### src/rtl/uart_de_pkg.sv
package uart_de_pkg;

  typedef enum logic [1:0] {
    ST_IDLE  = 2'd0,
    ST_LEAD  = 2'd1,
    ST_SHIFT = 2'd2,
    ST_LAG   = 2'd3
  } de_state_t;

  // Sample ticks in one bit period for the selected oversampling rate.
  function automatic int bit_ticks(input logic os8);
    return os8 ? 8 : 16;
  endfunction

  // Ticks between DE rise and DE fall for a lone frame.
  function automatic int window_ticks(input logic os8, input int lead, input int lag, input int data_w);
    return lead + (data_w + 2) * bit_ticks(os8) + lag;
  endfunction

endpackage

### src/rtl/uart_de_cfg.sv
module uart_de_cfg #(
  parameter int TIME_W = 5
) (
  input  logic              clk,
  input  logic              rst_n,
  input  logic              enable,
  input  logic              cfg_we,
  input  logic              os8_in,
  input  logic [TIME_W-1:0] lead_in,
  input  logic [TIME_W-1:0] lag_in,
  output logic              os8_q,
  output logic [TIME_W-1:0] lead_q,
  output logic [TIME_W-1:0] lag_q
);

  logic cfg_load;
  assign cfg_load = cfg_we && !enable;

  always_ff @(posedge clk or negedge rst_n) begin
    if (!rst_n) begin
      os8_q  <= 1'b0;
      lead_q <= '0;
      lag_q  <= '0;
    end else if (cfg_load) begin
      os8_q  <= os8_in;
      lead_q <= lead_in;
      lag_q  <= lag_in;
    end
  end


  cfg_frozen_chk: assert property (@(posedge clk) disable iff (!rst_n)
    (enable && $past(enable)) |-> ($stable(lead_q) && $stable(lag_q) && $stable(os8_q)));

endmodule

### src/rtl/uart_de_hold.sv
module uart_de_hold #(
  parameter int DATA_W = 8
) (
  input  logic              clk,
  input  logic              rst_n,
  input  logic              enable,
  input  logic              wvalid,
  input  logic [DATA_W-1:0] wdata,
  input  logic              load,
  output logic              wready,
  output logic              accept,
  output logic              pend,
  output logic [DATA_W-1:0] data_q
);

  assign wready = enable && !pend;
  assign accept = wvalid && wready;

  always_ff @(posedge clk or negedge rst_n) begin
    if (!rst_n) begin
      pend   <= 1'b0;
      data_q <= '0;
    end else if (!enable) begin
      pend   <= 1'b0;
    end else if (accept) begin
      pend   <= 1'b1;
      data_q <= wdata;
    end else if (load) begin
      pend   <= 1'b0;
    end
  end


  ready_falls_chk: assert property (@(posedge clk) disable iff (!rst_n)
    accept |=> !wready);


  ready_after_load_chk: assert property (@(posedge clk) disable iff (!rst_n)
    (load && enable) |=> wready);

endmodule

### src/rtl/uart_de_ctrl.sv
module uart_de_ctrl
  import uart_de_pkg::*;
#(
  parameter int DATA_W = 8,
  parameter int TIME_W = 5
) (
  input  logic              clk,
  input  logic              rst_n,
  input  logic              enable,
  input  logic              tick,
  input  logic              os8,
  input  logic [TIME_W-1:0] lead,
  input  logic [TIME_W-1:0] lag,
  input  logic              pend,
  input  logic              accept,
  input  logic [DATA_W-1:0] data,
  output logic              load,
  output logic              tx,
  output logic              de,
  output logic              tc
);

  localparam int CNT_W = (TIME_W > 5) ? TIME_W : 5;
  localparam int BC_W  = $clog2(DATA_W + 2);
  localparam logic [BC_W-1:0] BIT_LAST = BC_W'(DATA_W + 1);

  de_state_t         state, st_n;
  logic [CNT_W-1:0]  cnt, cnt_n, bit_m1;
  logic [BC_W-1:0]   bitcnt, bit_n;
  logic [DATA_W:0]   shreg, sh_n;
  logic              tx_n, de_n;

  // Named internal events
  logic frame_end, lag_done, after_lag, launch, start_frame, tc_set;

  assign bit_m1 = CNT_W'(bit_ticks(os8) - 1);

  always_comb begin
    st_n        = state;
    cnt_n       = cnt;
    bit_n       = bitcnt;
    sh_n        = shreg;
    tx_n        = tx;
    de_n        = de;
    frame_end   = 1'b0;
    lag_done    = 1'b0;
    after_lag   = 1'b0;
    launch      = 1'b0;
    start_frame = 1'b0;
    tc_set      = 1'b0;
    if (tick) begin
      case (state)
        ST_IDLE:  launch = pend;
        ST_LEAD:  if (cnt == '0) start_frame = 1'b1; else cnt_n = cnt - 1'b1;
        ST_SHIFT: begin
          if (cnt != '0) begin
            cnt_n = cnt - 1'b1;
          end else if (bitcnt == BIT_LAST) begin
            frame_end = 1'b1;
          end else begin
            tx_n  = shreg[0];
            sh_n  = shreg >> 1;
            bit_n = bitcnt + 1'b1;
            cnt_n = bit_m1;
          end
        end
        ST_LAG:   if (cnt == '0) lag_done = 1'b1; else cnt_n = cnt - 1'b1;
        default:  st_n = ST_IDLE;
      endcase
    end
    if (frame_end) begin
      if (lag != '0) begin
        st_n  = ST_LAG;
        cnt_n = CNT_W'(lag - 1'b1);
      end else begin
        after_lag = 1'b1;
      end
    end
    if (lag_done) after_lag = 1'b1;
    if (after_lag) begin
      if (pend) begin
        launch = 1'b1;
      end else begin
        st_n   = ST_IDLE;
        de_n   = 1'b0;
        tc_set = 1'b1;
      end
    end
    if (launch) begin
      de_n = 1'b1;
      if (lead != '0) begin
        st_n  = ST_LEAD;
        cnt_n = CNT_W'(lead - 1'b1);
      end else begin
        start_frame = 1'b1;
      end
    end
    if (start_frame) begin
      st_n  = ST_SHIFT;
      tx_n  = 1'b0;
      de_n  = 1'b1;
      sh_n  = {1'b1, data};
      bit_n = '0;
      cnt_n = bit_m1;
    end
  end

  assign load = start_frame;

  always_ff @(posedge clk or negedge rst_n) begin
    if (!rst_n) begin
      state  <= ST_IDLE;
      cnt    <= '0;
      bitcnt <= '0;
      shreg  <= '1;
      tx     <= 1'b1;
      de     <= 1'b0;
      tc     <= 1'b0;
    end else if (!enable) begin
      state  <= ST_IDLE;
      cnt    <= '0;
      bitcnt <= '0;
      tx     <= 1'b1;
      de     <= 1'b0;
      tc     <= 1'b0;
    end else begin
      state  <= st_n;
      cnt    <= cnt_n;
      bitcnt <= bit_n;
      shreg  <= sh_n;
      tx     <= tx_n;
      de     <= de_n;
      if (accept)      tc <= 1'b0;
      else if (tc_set) tc <= 1'b1;
    end
  end


  tx_low_needs_de_chk: assert property (@(posedge clk) disable iff (!rst_n)
    !tx |-> de);


  tc_bus_free_chk: assert property (@(posedge clk) disable iff (!rst_n)
    tc |-> !de);


  load_needs_pend_chk: assert property (@(posedge clk) disable iff (!rst_n)
    load |-> pend);


  de_fall_on_tick_chk: assert property (@(posedge clk) disable iff (!rst_n)
    $fell(de) |-> ($past(tick) || !$past(enable)));


  start_bit_on_tick_chk: assert property (@(posedge clk) disable iff (!rst_n)
    $fell(tx) |-> (de && $past(tick)));

endmodule

### src/rtl/uart_de_tx.sv
module uart_de_tx #(
  parameter int DATA_W = 8,
  parameter int TIME_W = 5
) (
  input  logic              clk,
  input  logic              rst_n,
  input  logic              enable,
  input  logic              tick,
  input  logic              cfg_we,
  input  logic              cfg_os8,
  input  logic [TIME_W-1:0] cfg_lead,
  input  logic [TIME_W-1:0] cfg_lag,
  input  logic              wvalid,
  input  logic [DATA_W-1:0] wdata,
  output logic              wready,
  output logic              tx,
  output logic              de,
  output logic              tc
);

  logic              os8_q;
  logic [TIME_W-1:0] lead_q, lag_q;
  logic              load, accept, pend;
  logic [DATA_W-1:0] hold_data;

  uart_de_cfg #(.TIME_W(TIME_W)) u_cfg (
    .clk(clk), .rst_n(rst_n), .enable(enable), .cfg_we(cfg_we),
    .os8_in(cfg_os8), .lead_in(cfg_lead), .lag_in(cfg_lag),
    .os8_q(os8_q), .lead_q(lead_q), .lag_q(lag_q)
  );

  uart_de_hold #(.DATA_W(DATA_W)) u_hold (
    .clk(clk), .rst_n(rst_n), .enable(enable), .wvalid(wvalid), .wdata(wdata),
    .load(load), .wready(wready), .accept(accept), .pend(pend), .data_q(hold_data)
  );

  uart_de_ctrl #(.DATA_W(DATA_W), .TIME_W(TIME_W)) u_ctrl (
    .clk(clk), .rst_n(rst_n), .enable(enable), .tick(tick), .os8(os8_q),
    .lead(lead_q), .lag(lag_q), .pend(pend), .accept(accept), .data(hold_data),
    .load(load), .tx(tx), .de(de), .tc(tc)
  );

endmodule

### config.mk
export PLATFORM = sky130hd
export DESIGN_NAME = uart_de_tx
export DESIGN_NICKNAME = d
export VERILOG_FILES = /design/src/rtl/uart_de_pkg.sv /design/src/rtl/uart_de_cfg.sv /design/src/rtl/uart_de_hold.sv /design/src/rtl/uart_de_ctrl.sv /design/src/rtl/uart_de_tx.sv
export SDC_FILE = /design/constraint.sdc
export NUM_CORES = 1
export LEC_CHECK = 0
export CORE_ASPECT_RATIO = 1.1
export CORE_UTILIZATION = 50
export DETAILED_ROUTE_END_ITERATION = 16
export GPL_TIMING_DRIVEN = 0
export PLACE_DENSITY = 0.82
export REMOVE_ABC_BUFFERS = 1
export SLEW_MARGIN = 30
export SYNTH_ARGS = -nofsm -noshare
export SYNTH_HDL_FRONTEND = slang
export SYNTH_HIERARCHICAL = 1
export SYNTH_SLANG_ARGS = --single-unit
### constraint.sdc
create_clock -name clk -period 2.3 [get_ports clk]
set_clock_uncertainty 0.15 [all_clocks]
set_input_delay 0.69 -clock clk [delete_from_list [all_inputs] [get_ports clk]]
set_output_delay 0.69 -clock clk [all_outputs]
set_load 0.02 [all_outputs]
==> impl_results.md, run 1 <==
- Cell count after synthesis: 196
- VDD IR max: 473.6 uV
- Clock Tree Buf Depth: 2
- Worst-margin pin slew: 493.6 ps
- R2R cell count: 9
- IO Port Bufs: 28
- Post-detail-place hpwl: 3322 um
- Vias in the first global route: 1722
- Req. time, crit path: 2380 ps
- RSZ-0062 raised after global routing: yes
- Synth Warn #: 6
- Clk sink count: 43
- R2R Path End: u_ctrl/shreg[5]$_DFFE_PN1P_
- Detailed Route WL: 5691 um
- Commonest register cell after synthesis: dfrtp_1
- RR Startpoint: u_ctrl/cnt[0]$_DFF_PN0_
- Critical path class: flip-flop to flip-flop
- Initial core utilization: 53.59%
- Vias: 1847
- PwrDens: 726.9 nW/um^2
- Final core utilization: 70.64%
- CORE AREA: 4410 um^2
- Post-synth EDFFs: 0
- GR Util All Layers: 21.61%
- Status: complete, no violations
- Worst hold margin: 147.3 ps
- Clk slew on worst S/H paths: 80 ps
- Area grow syn2layout: 31.82%
- Die Area: 5007 um^2
- Period minus WS final: 2278 ps
- Design Power: 2.265 mW
- Data arrival, critical path: 2360 ps
- Hold Path Class: primary input to asynchronous set/reset pin
- Total number of H-tree levels: 2
- Startpoint Class: flip-flop
- Most frequent cells in the layout: 32 x dfrtp_1, 23 x clkdlybuf4s50_1, 23 x buf_4
- Register area share after synthesis: 46.06%
- Root Driver: clkbuf_8
- Rows: 25
- DRC: 0
- Crit end category: flip-flop
- Max Cap Viol: 0
- Setup TNS Final: 0 ps
- 1st-iter DRT viols: 153
- CP Max Fanout: 8
- Post-Place Setup Slack: -745.7 ps
- Die height: 74.11 um
- Vias per cell: 5.977
- Slew headroom: 67.03%
- Initial antenna violation count: 0
- F_max: 438.9 MHz
- Share of the clock period used by the worst path: 99.06%
- Io pins: 29
- Slew Viols, Final: 0
- Pin count of the biggest net entering global routing: 30
- Fill count: 270
- Clock buffer count from CTS: 5
- DRT antenna net count: 0
- Layout cell share with drive strength beyond 1: 43.14%
- Worst-Skew Late Latency: 290 ps
- Cell variety after synth: 55
- Grt total ovfl: 0
- Drt pass-1 iters: 5
- Syn_area_per_cell: 12.06 um^2
- Global-route wire length before repair: 7948 um
- Wire length per cell: 18.42 um
- ANT cells: 0
- Most common cell after layout, fill and taps aside: dfrtp_1
- Netlist Area Pre-Place: 2364 um^2
- Synth async-reset ratio: 100.0%
- Die W: 67.56 um
- Nets: 285
- Hold_buf cts: 0
- Final number of hold-violating endpoints: 0
- Final setup viols: 0
- #FFs+latches synth: 43
- Final WS setup: 21.68 ps
- Flop2flop setup slack: 20 ps
- RD Place Congestion: 0.8105
- Leak pwr: 1.332 nW
- CTS tree: built
[kinds of logic after synthesis]
| logic type | Yosys count | share of synthesized area, % |
|---|---|---|
| DFF | 43 | 46.06 |
| AOI/OAI and AO/OA | 54 | 17.31 |
| buffers and inverters | 16 | 3.758 |
| adders and majority gates | 6 | 3.176 |
| muxes | 21 | 11.54 |
| and+or+nand+nor | 47 | 14.82 |
| xor gates and xnor gates | 9 | 3.335 |
[flip-flops by register name, summed over array words and instances, names as in the netlist]
signal,count
u_ctrl/shreg,9
u_ctrl/tc,1
u_hold/pend,1
u_ctrl/de,1
u_cfg/os8_q,1
u_ctrl/state,2
u_ctrl/tx,1
u_cfg/lead_q,5
u_ctrl/bitcnt,4
u_cfg/lag_q,5
u_ctrl/cnt,5
u_hold/data_q,8
[worst max-delay path by stage]
stage,startpoint,end,slack [ps]
finish,u_ctrl/cnt[0]$_DFF_PN0_,u_ctrl/shreg[5]$_DFFE_PN1P_,20
global route,u_ctrl/cnt[1]$_DFF_PN0_,u_ctrl/shreg[5]$_DFFE_PN1P_,-80
CTS,u_cfg/lag_q[0]$_DFFE_PN0P_,u_ctrl/cnt[1]$_DFF_PN0_,10
global placement,enable,wready,-750
floorplan,u_ctrl/bitcnt[0]$_DFFE_PN0P_,u_ctrl/cnt[3]$_DFF_PN0_,60
detailed placement,enable,wready,-750
[critical path, cell delays in order, from the launching register on]
cell and delay, ps:
dfrtp_1 430, inv_2 90, ha_4 130, nor4b_4 250, nand2_2 160, nor3b_4 240
buf_4 160, a21oi_4 40, a21oi_4 360, a2bb2oi_2 190
[area by class of cell]
cell class | instances | area (um^2) | area share (%)
multi-input combinational | 138 | 1338 | 42.93
clock inverter | 3 | 15.01 | 0.4819
clock buffer | 5 | 68.82 | 2.209
inverter | 12 | 45.04 | 1.446
timing repair buffer | 54 | 491.7 | 15.78
tap | 54 | 67.56 | 2.169
sequential | 43 | 1090 | 34.98
[where the power goes]
group | internal, mW | leakage (nW) | total [mW] | switching, mW
Clock | 0.208 | 0.0477 | 0.459 | 0.251
Combinational | 0.403 | 0.767 | 0.693 | 0.290
Sequential | 0.965 | 0.518 | 1.11 | 0.148
Total | 1.58 | 1.33 | 2.26 | 0.689
[cells in the mapped netlist (all sizes together) (2+ instances only)]
cell type / number / area (um^2)
nor4b: 3 / 71.32
dfstp: 10 / 262.8
nor3: 7 / 40.04
or2b: 2 / 15.01
a21o: 2 / 15.01
ha: 6 / 75.07
a2bb2oi: 8 / 70.07
o21a: 2 / 15.01
a21oi: 11 / 77.57
and2: 3 / 21.27
nor2: 10 / 40.04
buf: 4 / 43.79
dfrtp: 33 / 825.8
nand3: 2 / 10.01
inv: 11 / 41.29
xor2: 5 / 43.79
o22ai: 9 / 56.30
a221oi: 2 / 17.52
xnor2: 4 / 35.03
nand2: 6 / 25.03
nand2b: 3 / 18.77
a311oi: 2 / 17.52
a211oi: 4 / 30.03
mux2: 20 / 262.8
nand3b: 2 / 27.53
o21ai: 8 / 40.03
nor2b: 2 / 20.02
[layer usage]
| metal | wire length [um] | global-route usage (%) |
|---|---|---|
| met1 | 2358 | 28.05 |
| met2 | 2978 | 35.20 |
| met3 | 232 | 4.294 |
| met4 | 121 | 8.511 |
| met5 | 0 | 0 |
[per-stage QoR]
stage                     instances  cell area, um^2
final                           309             3115
after global routing            309             3115
after CTS                       289             2833
after detailed placement        275             2683
after global placement          274             2668
after floorplan                 192             2320
[timing repair]
action,CTS,global route
cloned,1,0
pin swaps,2,12
gates resized for setup,12,29
endpoints found under the setup margin,21,18
setup buffers,5,20
No activity file was read; power rests on OpenSTA's default activity.
==> run 2: changes to the inputs <==
--- a/config.mk
+++ b/config.mk
@@ -11,6 +11,7 @@
 export GPL_TIMING_DRIVEN = 0
 export PLACE_DENSITY = 0.82
 export REMOVE_ABC_BUFFERS = 1
+export SKIP_CTS_REPAIR_TIMING = 1
 export SLEW_MARGIN = 30
 export SYNTH_ARGS = -nofsm -noshare
 export SYNTH_HDL_FRONTEND = slang
==> run 2 against run 1 <==
The run now ends with negative setup slack left. Cell count decreased by 3.2%. Core utilization decreased by 3.2 points. Register-to-register slack got worse by 40 ps. Hold slack got worse by 0.94 ps. Largest cell class unchanged.
==> impl_results.md, run 2 (synthesis gave the netlist of run 1 again) <==
- Final Instance Area: 2975 um^2 (was 3115 um^2)
- Clock Tree Buf Depth: 2 (unchanged)
- Pin count of the biggest net entering global routing: 30 (unchanged)
- Non-Filler Instances: 299 (was 309)
- Vias: 1733 (was 1847)
- Nets: 275 (was 285)
- Highest metal used: met4 (unchanged)
- Initial core utilization: 53.59% (unchanged)
- Clk sink count: 43 (unchanged)
- Hold Path Class: primary input to asynchronous set/reset pin (unchanged)
- R2R cell count: 7 (was 9)
- Clk slew on worst S/H paths: 80 ps (about the same)
- Vias in the first global route: 1679 (was 1722)
- Psw: 650.6 uW (was 689.1 uW)
- Final core utilization: 67.46% (was 70.64%)
- Largest register FFs: 9 (unchanged)
- Top delay family on crit path: compound AO/OA/AOI/OAI gates (was simple AND/OR/NAND/NOR gates)
- Root Driver: clkbuf_8 (unchanged)
- Setup TNS Final: -20.77 ps (was 0 ps)
- RSZ-0062 raised after global routing: yes (unchanged)
- Violated checks: negative setup slack
- Initial antenna violation count: 0 (unchanged)
- Io pins: 29 (unchanged)
- Status: complete, but fails checks (was complete, no violations)
- Worst-Skew Late Latency: 290 ps (about the same)
- Die height: 74.11 um (unchanged)
- Final setup viols: 1 (was 0)
- Design Power: 2.175 mW (was 2.265 mW)
- Die W: 67.56 um (unchanged)
- PwrDens: 731.1 nW/um^2 (was 726.9 nW/um^2)
- Max stage delay on crit path: 420 ps (was 430 ps)
- Final WS setup: -20.77 ps (was 21.68 ps)
- Global-route wire length before repair: 7638 um (was 7948 um)
- Data arrival, critical path: 2330 ps (was 2360 ps)
- Met2 WL post-DR: 2424 um (was 2978 um)
- CTS tree: built (unchanged)
- GR Util All Layers: 20.70% (was 21.61%)
- DRT antenna net count: 0 (unchanged)
- Reg power frac: 50.6% (was 49.1%)
- DP Cell Count: 275 (unchanged)
- Vias per cell: 5.796 (was 5.977)
- Most frequent cells in the layout: 33 x dfrtp_1, 23 x clkdlybuf4s50_1, 15 x buf_4 (was 32 x dfrtp_1, 23 x clkdlybuf4s50_1, 23 x buf_4)
- WL met3: 198 um (was 232 um)
- Flop2flop setup slack: -20 ps (was 20 ps)
- Critical path class: flip-flop to flip-flop (unchanged)
- Worst Path Buf+Inv: 0 (was 2)
- Req. time, crit path: 2310 ps (was 2380 ps)
- RD Place Congestion: 0.8105 (unchanged)
- DRC: 0 (unchanged)
- Dpl cell area: 2683 um^2 (unchanged)
- CP Max Fanout: 7 (was 8)
- Top flop regs: u_ctrl/shreg x9, u_hold/data_q x8 (unchanged)
- Detailed Route WL: 4866 um (was 5691 um)
- Die Area: 5007 um^2 (unchanged)
- ANT cells: 0 (unchanged)
- Slew Viols, Final: 0 (unchanged)
- CP max stage cell: dfrtp_1 (unchanged)
- Total number of H-tree levels: 2 (unchanged)
- Clock buffer count from CTS: 5 (unchanged)
- Final number of hold-violating endpoints: 0 (unchanged)
- Clock group share of total power: 21.2% (was 20.3%)
- F_max: 430.9 MHz (was 438.9 MHz)
- R2R Path End: u_ctrl/cnt[3]$_DFF_PN0_ (was u_ctrl/shreg[5]$_DFFE_PN1P_)
- Period minus WS final: 2321 ps (was 2278 ps)
- Register name with the most flops: u_ctrl/shreg (unchanged)
- Worst-margin pin slew: 453.9 ps (was 493.6 ps)
- CORE AREA: 4410 um^2 (unchanged)
- IO Port Bufs: 28 (unchanged)
- Crit end category: flip-flop (unchanged)
- Most common cell after layout, fill and taps aside: dfrtp_1 (unchanged)
- Leak pwr: 1.285 nW (was 1.332 nW)
- CP cell instances: ha_1 > and3b_4 > a21o_1 > a41o_4 > and2b_2 > a211oi_1 > o32ai_1 (was inv_2 > ha_4 > nor4b_4 > nand2_2 > nor3b_4 > buf_4 > a21oi_4 > a21oi_4 > a2bb2oi_2)
- Grt total ovfl: 0 (unchanged)
- Max Cap Viol: 0 (unchanged)
- VDD IR max: 495.5 uV (was 473.6 uV)
- RR Startpoint: u_ctrl/bitcnt[0]$_DFFE_PN0P_ (was u_ctrl/cnt[0]$_DFF_PN0_)
- 1st-iter DRT viols: 83 (was 153)
- Wire length per cell: 16.27 um (was 18.42 um)
- Area grow syn2layout: 25.89% (was 31.82%)
- Internal: 1.525 mW (was 1.575 mW)
- Startpoint Class: flip-flop (unchanged)
- Comb pwr share: 28.2% (was 30.6%)
- Share of the clock period used by the worst path: 100.9% (was 99.06%)
- Post-detail-place hpwl: 3322 um (unchanged)
- Layout cell share with drive strength beyond 1: 36.73% (was 43.14%)
- M1 WL: 2107 um (was 2358 um)
- Slew headroom: 69.67% (was 67.03%)
- Fill count: 299 (was 270)
- Rows: 25 (unchanged)
- Drt pass-1 iters: 4 (was 5)
- Net Sw Frac: 29.91% (was 30.43%)
## run 2: cell types whose count changed in the layout (fill, tap and decap cells not counted), sizes merged
cell	delta
clkbuf	+1
dlymetal6s2s	+1
buf	-11
clkdlybuf4s15	-1
## run 2: power by group through the flow
stage | logic (mW) | registers, mW | clock network, mW
floorplan | 0.379 | 1.06 | 0
global placement | 0.495 | 1.09 | 0
detailed placement | 0.519 | 1.10 | 0
CTS | 0.524 | 1.08 | 0.469
global route | 0.665 | 1.12 | 0.498
finish | 0.614 | 1.10 | 0.462
## run 2: through the flow
stage,hold slack [ps],setup slack (ps)
floorplan,244.4,63.47
global placement,340.1,-749.2
detailed placement,344.9,-745.7
CTS,148.9,-753.8
global route,162.3,-89.77
finish,146.4,-20.77
## run 2: area by class of cell
type                            instances  area, um^2  area share [%]
Multi-Input combinational cell        138        1280           43.02
Sequential cell                        43        1089           36.59
Timing Repair Buffer                   44       410.4           13.79
Clock buffer                            5       68.82           2.313
Tap cell                               54       67.56           2.271
Inverter                               12       45.04           1.514
Clock inverter                          3       15.01          0.5046
## run 2: worst max path at each step
| stage | startpoint | endpoint | slack, ps | cells past startpoint |
|---|---|---|---|---|
| floorplan | u_ctrl/bitcnt[0]$_DFFE_PN0P_ | u_ctrl/cnt[3]$_DFF_PN0_ | 60 | 8 |
| global route | u_ctrl/cnt[0]$_DFF_PN0_ | u_ctrl/cnt[3]$_DFF_PN0_ | -90 | 9 |
| finish | u_ctrl/bitcnt[0]$_DFFE_PN0P_ | u_ctrl/cnt[3]$_DFF_PN0_ | -20 | 7 |
| detailed placement | enable | wready | -750 | 3 |
| CTS | enable | wready | -750 | 3 |
| global placement | enable | wready | -750 | 3 |
## run 2: per-layer routing
metal / global-route usage [%] / up-vias
met2: 33.33 / 50
met4: 8.747 / 0
met1: 26.87 / 851
met3: 4.294 / 14
li1: - / 818
met5: 0 / -
==> run 3: changes to the inputs <==
--- a/config.mk
+++ b/config.mk
@@ -5,11 +5,13 @@
 export SDC_FILE = /design/constraint.sdc
 export NUM_CORES = 1
 export LEC_CHECK = 0
+export CELL_PAD_IN_SITES_DETAIL_PLACEMENT = 0
+export CELL_PAD_IN_SITES_GLOBAL_PLACEMENT = 1
 export CORE_ASPECT_RATIO = 1.1
-export CORE_UTILIZATION = 50
+export CORE_UTILIZATION = 40
 export DETAILED_ROUTE_END_ITERATION = 16
 export GPL_TIMING_DRIVEN = 0
-export PLACE_DENSITY = 0.82
+export PLACE_DENSITY = 0.81
 export REMOVE_ABC_BUFFERS = 1
 export SKIP_CTS_REPAIR_TIMING = 1
 export SLEW_MARGIN = 30
==> run 3 against run 2 <==
The flow still finishes with violations (negative setup slack). Cell count grew 11%. Largest cell class unchanged. Clock power is 29% higher. Total power up 7.9%. Setup slack got worse by 59 ps. Largest power group unchanged. Critical endpoint unchanged.
==> impl_results.md, run 3 (synthesis gave the netlist of run 1 again) <==
- Setup TNS Final: -441.7 ps (was -20.77 ps)
- Nets: 286 (was 275)
- Register name with the most flops: u_ctrl/shreg (unchanged)
- Req. time, crit path: 2360 ps (was 2310 ps)
- Max stage delay on crit path: 390 ps (was 420 ps)
- Status: complete, but fails checks (unchanged)
- Max Cap Viol: 0 (unchanged)
- Most common cell after layout, fill and taps aside: dfrtp_1 (unchanged)
- Startpoint Class: flip-flop (unchanged)
- Clk slew on worst S/H paths: 90 ps (was 80 ps)
- Clk sink count: 43 (unchanged)
- IO Port Bufs: 28 (unchanged)
- Share of the clock period used by the worst path: 103.5% (was 100.9%)
- CTS tree: built (unchanged)
- Drt pass-1 iters: 4 (unchanged)
- RSZ-0062 raised after global routing: yes (unchanged)
- Most used cell, CP: buf_6
- ANT cells: 0 (unchanged)
- Grt total ovfl: 0 (unchanged)
- Slew Viols, Final: 0 (unchanged)
- Clock buffer count from CTS: 5 (unchanged)
- Detailed Route WL: 5146 um (was 4866 um)
- Crit end category: flip-flop (unchanged)
- Comb pwr share: 27.8% (was 28.2%)
- Final number of hold-violating endpoints: 0 (unchanged)
- GRT busiest layer: met2 (unchanged)
- Rows: 29 (was 25)
- Slew headroom: 65.49% (was 69.67%)
- F_max: 420.2 MHz (was 430.9 MHz)
- Worst-Skew Late Latency: 300 ps (was 290 ps)
- DRC: 0 (unchanged)
- 1st-iter DRT viols: 80 (was 83)
- Net Sw Frac: 28.85% (was 29.91%)
- Clock group share of total power: 25.3% (was 21.2%)
- Die height: 82.62 um (was 74.11 um)
- Die Area: 6220 um^2 (was 5007 um^2)
- Area grow syn2layout: 34.57% (was 25.89%)
- Final setup viols: 11 (was 1)
- Post-Place Setup Slack: -765.8 ps (was -745.7 ps)
- Violated checks: negative setup slack (unchanged)
- Wire length per cell: 15.45 um (was 16.27 um)
- Clock Tree Buf Depth: 2 (unchanged)
- CP max stage cell: dfrtp_1 (unchanged)
- RD Place Congestion: 0.8156 (was 0.8105)
- Internal: 1.669 mW (was 1.525 mW)
- Worst hold margin: 206.2 ps (was 146.4 ps)
- Non-Filler Instances: 333 (was 299)
- VDD IR max: 647.7 uV (was 495.5 uV)
- GR Util All Layers: 17.19% (was 20.70%)
- CORE AREA: 5733 um^2 (was 4410 um^2)
- Final WS setup: -79.55 ps (was -20.77 ps)
- Post-detail-place hpwl: 3256 um (was 3322 um)
- CP Max Fanout: 7 (unchanged)
- Io pins: 29 (unchanged)
- Fill count: 503 (was 299)
- Layout cell share with drive strength beyond 1: 41.80% (was 36.73%)
- Data arrival, critical path: 2440 ps (was 2330 ps)
- M3 GR Usage: 3.883% (was 4.294%)
- Pin count of the biggest net entering global routing: 25 (was 30)
- Met1 Resource Use GR: 23.86% (was 26.87%)
- Total number of H-tree levels: 2 (unchanged)
- Largest register FFs: 9 (unchanged)
- Die W: 75.29 um (was 67.56 um)
- Worst-margin pin slew: 516.6 ps (was 453.9 ps)
- Global-route wire length before repair: 7962 um (was 7638 um)
- Vias: 1754 (was 1733)
- Reg power frac: 46.8% (was 50.6%)
- Met2 Use GR: 26.34% (was 33.33%)
- CP cell instances: inv_1 > ha_2 > and3b_4 > a21o_1 > a41o_4 > a21oi_4 > buf_6 > buf_6 > inv_4 > a211o_1 > o32ai_2 (was ha_1 > and3b_4 > a21o_1 > a41o_4 > and2b_2 > a211oi_1 > o32ai_1)
- Critical path class: flip-flop to flip-flop (unchanged)
- Vias per cell: 5.267 (was 5.796)
- Most frequent cells in the layout: 33 x dfrtp_1, 23 x clkdlybuf4s50_1, 21 x buf_4 (was 33 x dfrtp_1, 23 x clkdlybuf4s50_1, 15 x buf_4)
- PwrDens: 737.7 nW/um^2 (was 731.1 nW/um^2)
- Psw: 676.8 uW (was 650.6 uW)
- Design Power: 2.346 mW (was 2.175 mW)
- Vias in the first global route: 1627 (was 1679)
- Initial core utilization: 41.23% (was 53.59%)
- Leak pwr: 1.364 nW (was 1.285 nW)
- DP Cell Count: 298 (was 275)
- Top flop regs: u_ctrl/shreg x9, u_hold/data_q x8 (unchanged)
- Period minus WS final: 2380 ps (was 2321 ps)
- Initial antenna violation count: 0 (unchanged)
- Root Driver: clkbuf_8 (unchanged)
- Hold Path Class: primary input to asynchronous set/reset pin (unchanged)
- DRT antenna net count: 0 (unchanged)
## run 3: cell types whose count changed in the layout (fill, tap and decap cells not counted), sizes merged
cell / before / now
bufinv: 0 / 1
buf: 17 / 29
clkinv: 4 / 3
a21oi: 12 / 11
## run 3: worst paths after layout
| path | slack (ps) | endpoint | cells after the start | start |
|---|---|---|---|---|
| max | -80 | u_ctrl/cnt[3]$_DFF_PN0_ | 11 | u_ctrl/bitcnt[1]$_DFFE_PN0P_ |
| min | 210 | u_cfg/lead_q[0]$_DFFE_PN0P_ | 1 | rst_n |
| max reg2reg | -80 | u_ctrl/cnt[3]$_DFF_PN0_ | 11 | u_ctrl/bitcnt[1]$_DFFE_PN0P_ |
| min reg2reg | 360 | u_ctrl/shreg[6]$_DFFE_PN1P_ | 1 | u_ctrl/shreg[6]$_DFFE_PN1P_ |
| max in group asynchronous | 1220 | u_ctrl/shreg[7]$_DFFE_PN1P_ | 2 | rst_n |
| min in group clk | 360 | u_ctrl/shreg[6]$_DFFE_PN1P_ | 1 | u_ctrl/shreg[6]$_DFFE_PN1P_ |
## run 3: power groups by stage
stage	sequential (mW)	combinational [mW]	clock (mW)
finish	1.10	0.653	0.594
CTS	1.08	0.524	0.605
global route	1.12	0.709	0.632
detailed placement	1.09	0.519	0
global placement	1.09	0.501	0
floorplan	1.06	0.379	0
## run 3: critical path: cells and delay by family (launching register included)
kind / cells / cell delay, ps
simple gates: 1 / 200
fa+ha+maj: 1 / 180
flops: 1 / 390
buf+inv: 4 / 330
compound gates: 5 / 1050
## run 3: layout make-up
| class | count | area (um^2) | area share (%) |
|---|---|---|---|
| inverters | 12 | 47.55 | 1.495 |
| clock buffers | 5 | 68.82 | 2.164 |
| multi-input cells | 137 | 1296 | 40.76 |
| flip-flops and latches | 43 | 1089 | 34.22 |
| well taps | 77 | 96.34 | 3.029 |
| repair buffers | 56 | 539.3 | 16.96 |
| clock inverters | 3 | 43.79 | 1.377 |
## run 3: routing by layer
metal	vias up	routed length [um]	share of wire, %
li1	844	-	-
met1	868	2417	47
met2	36	2485	48
met3	6	162	3.1
met4	0	81	1.6
met5	-	0	0
## run 3: through the flow
step,util [%],cell area (um^2)
detailed placement,47.42,2719
global placement,47.03,2696
global route,55.48,3181
floorplan,-,2320
finish,55.48,3181
CTS,49.39,2831
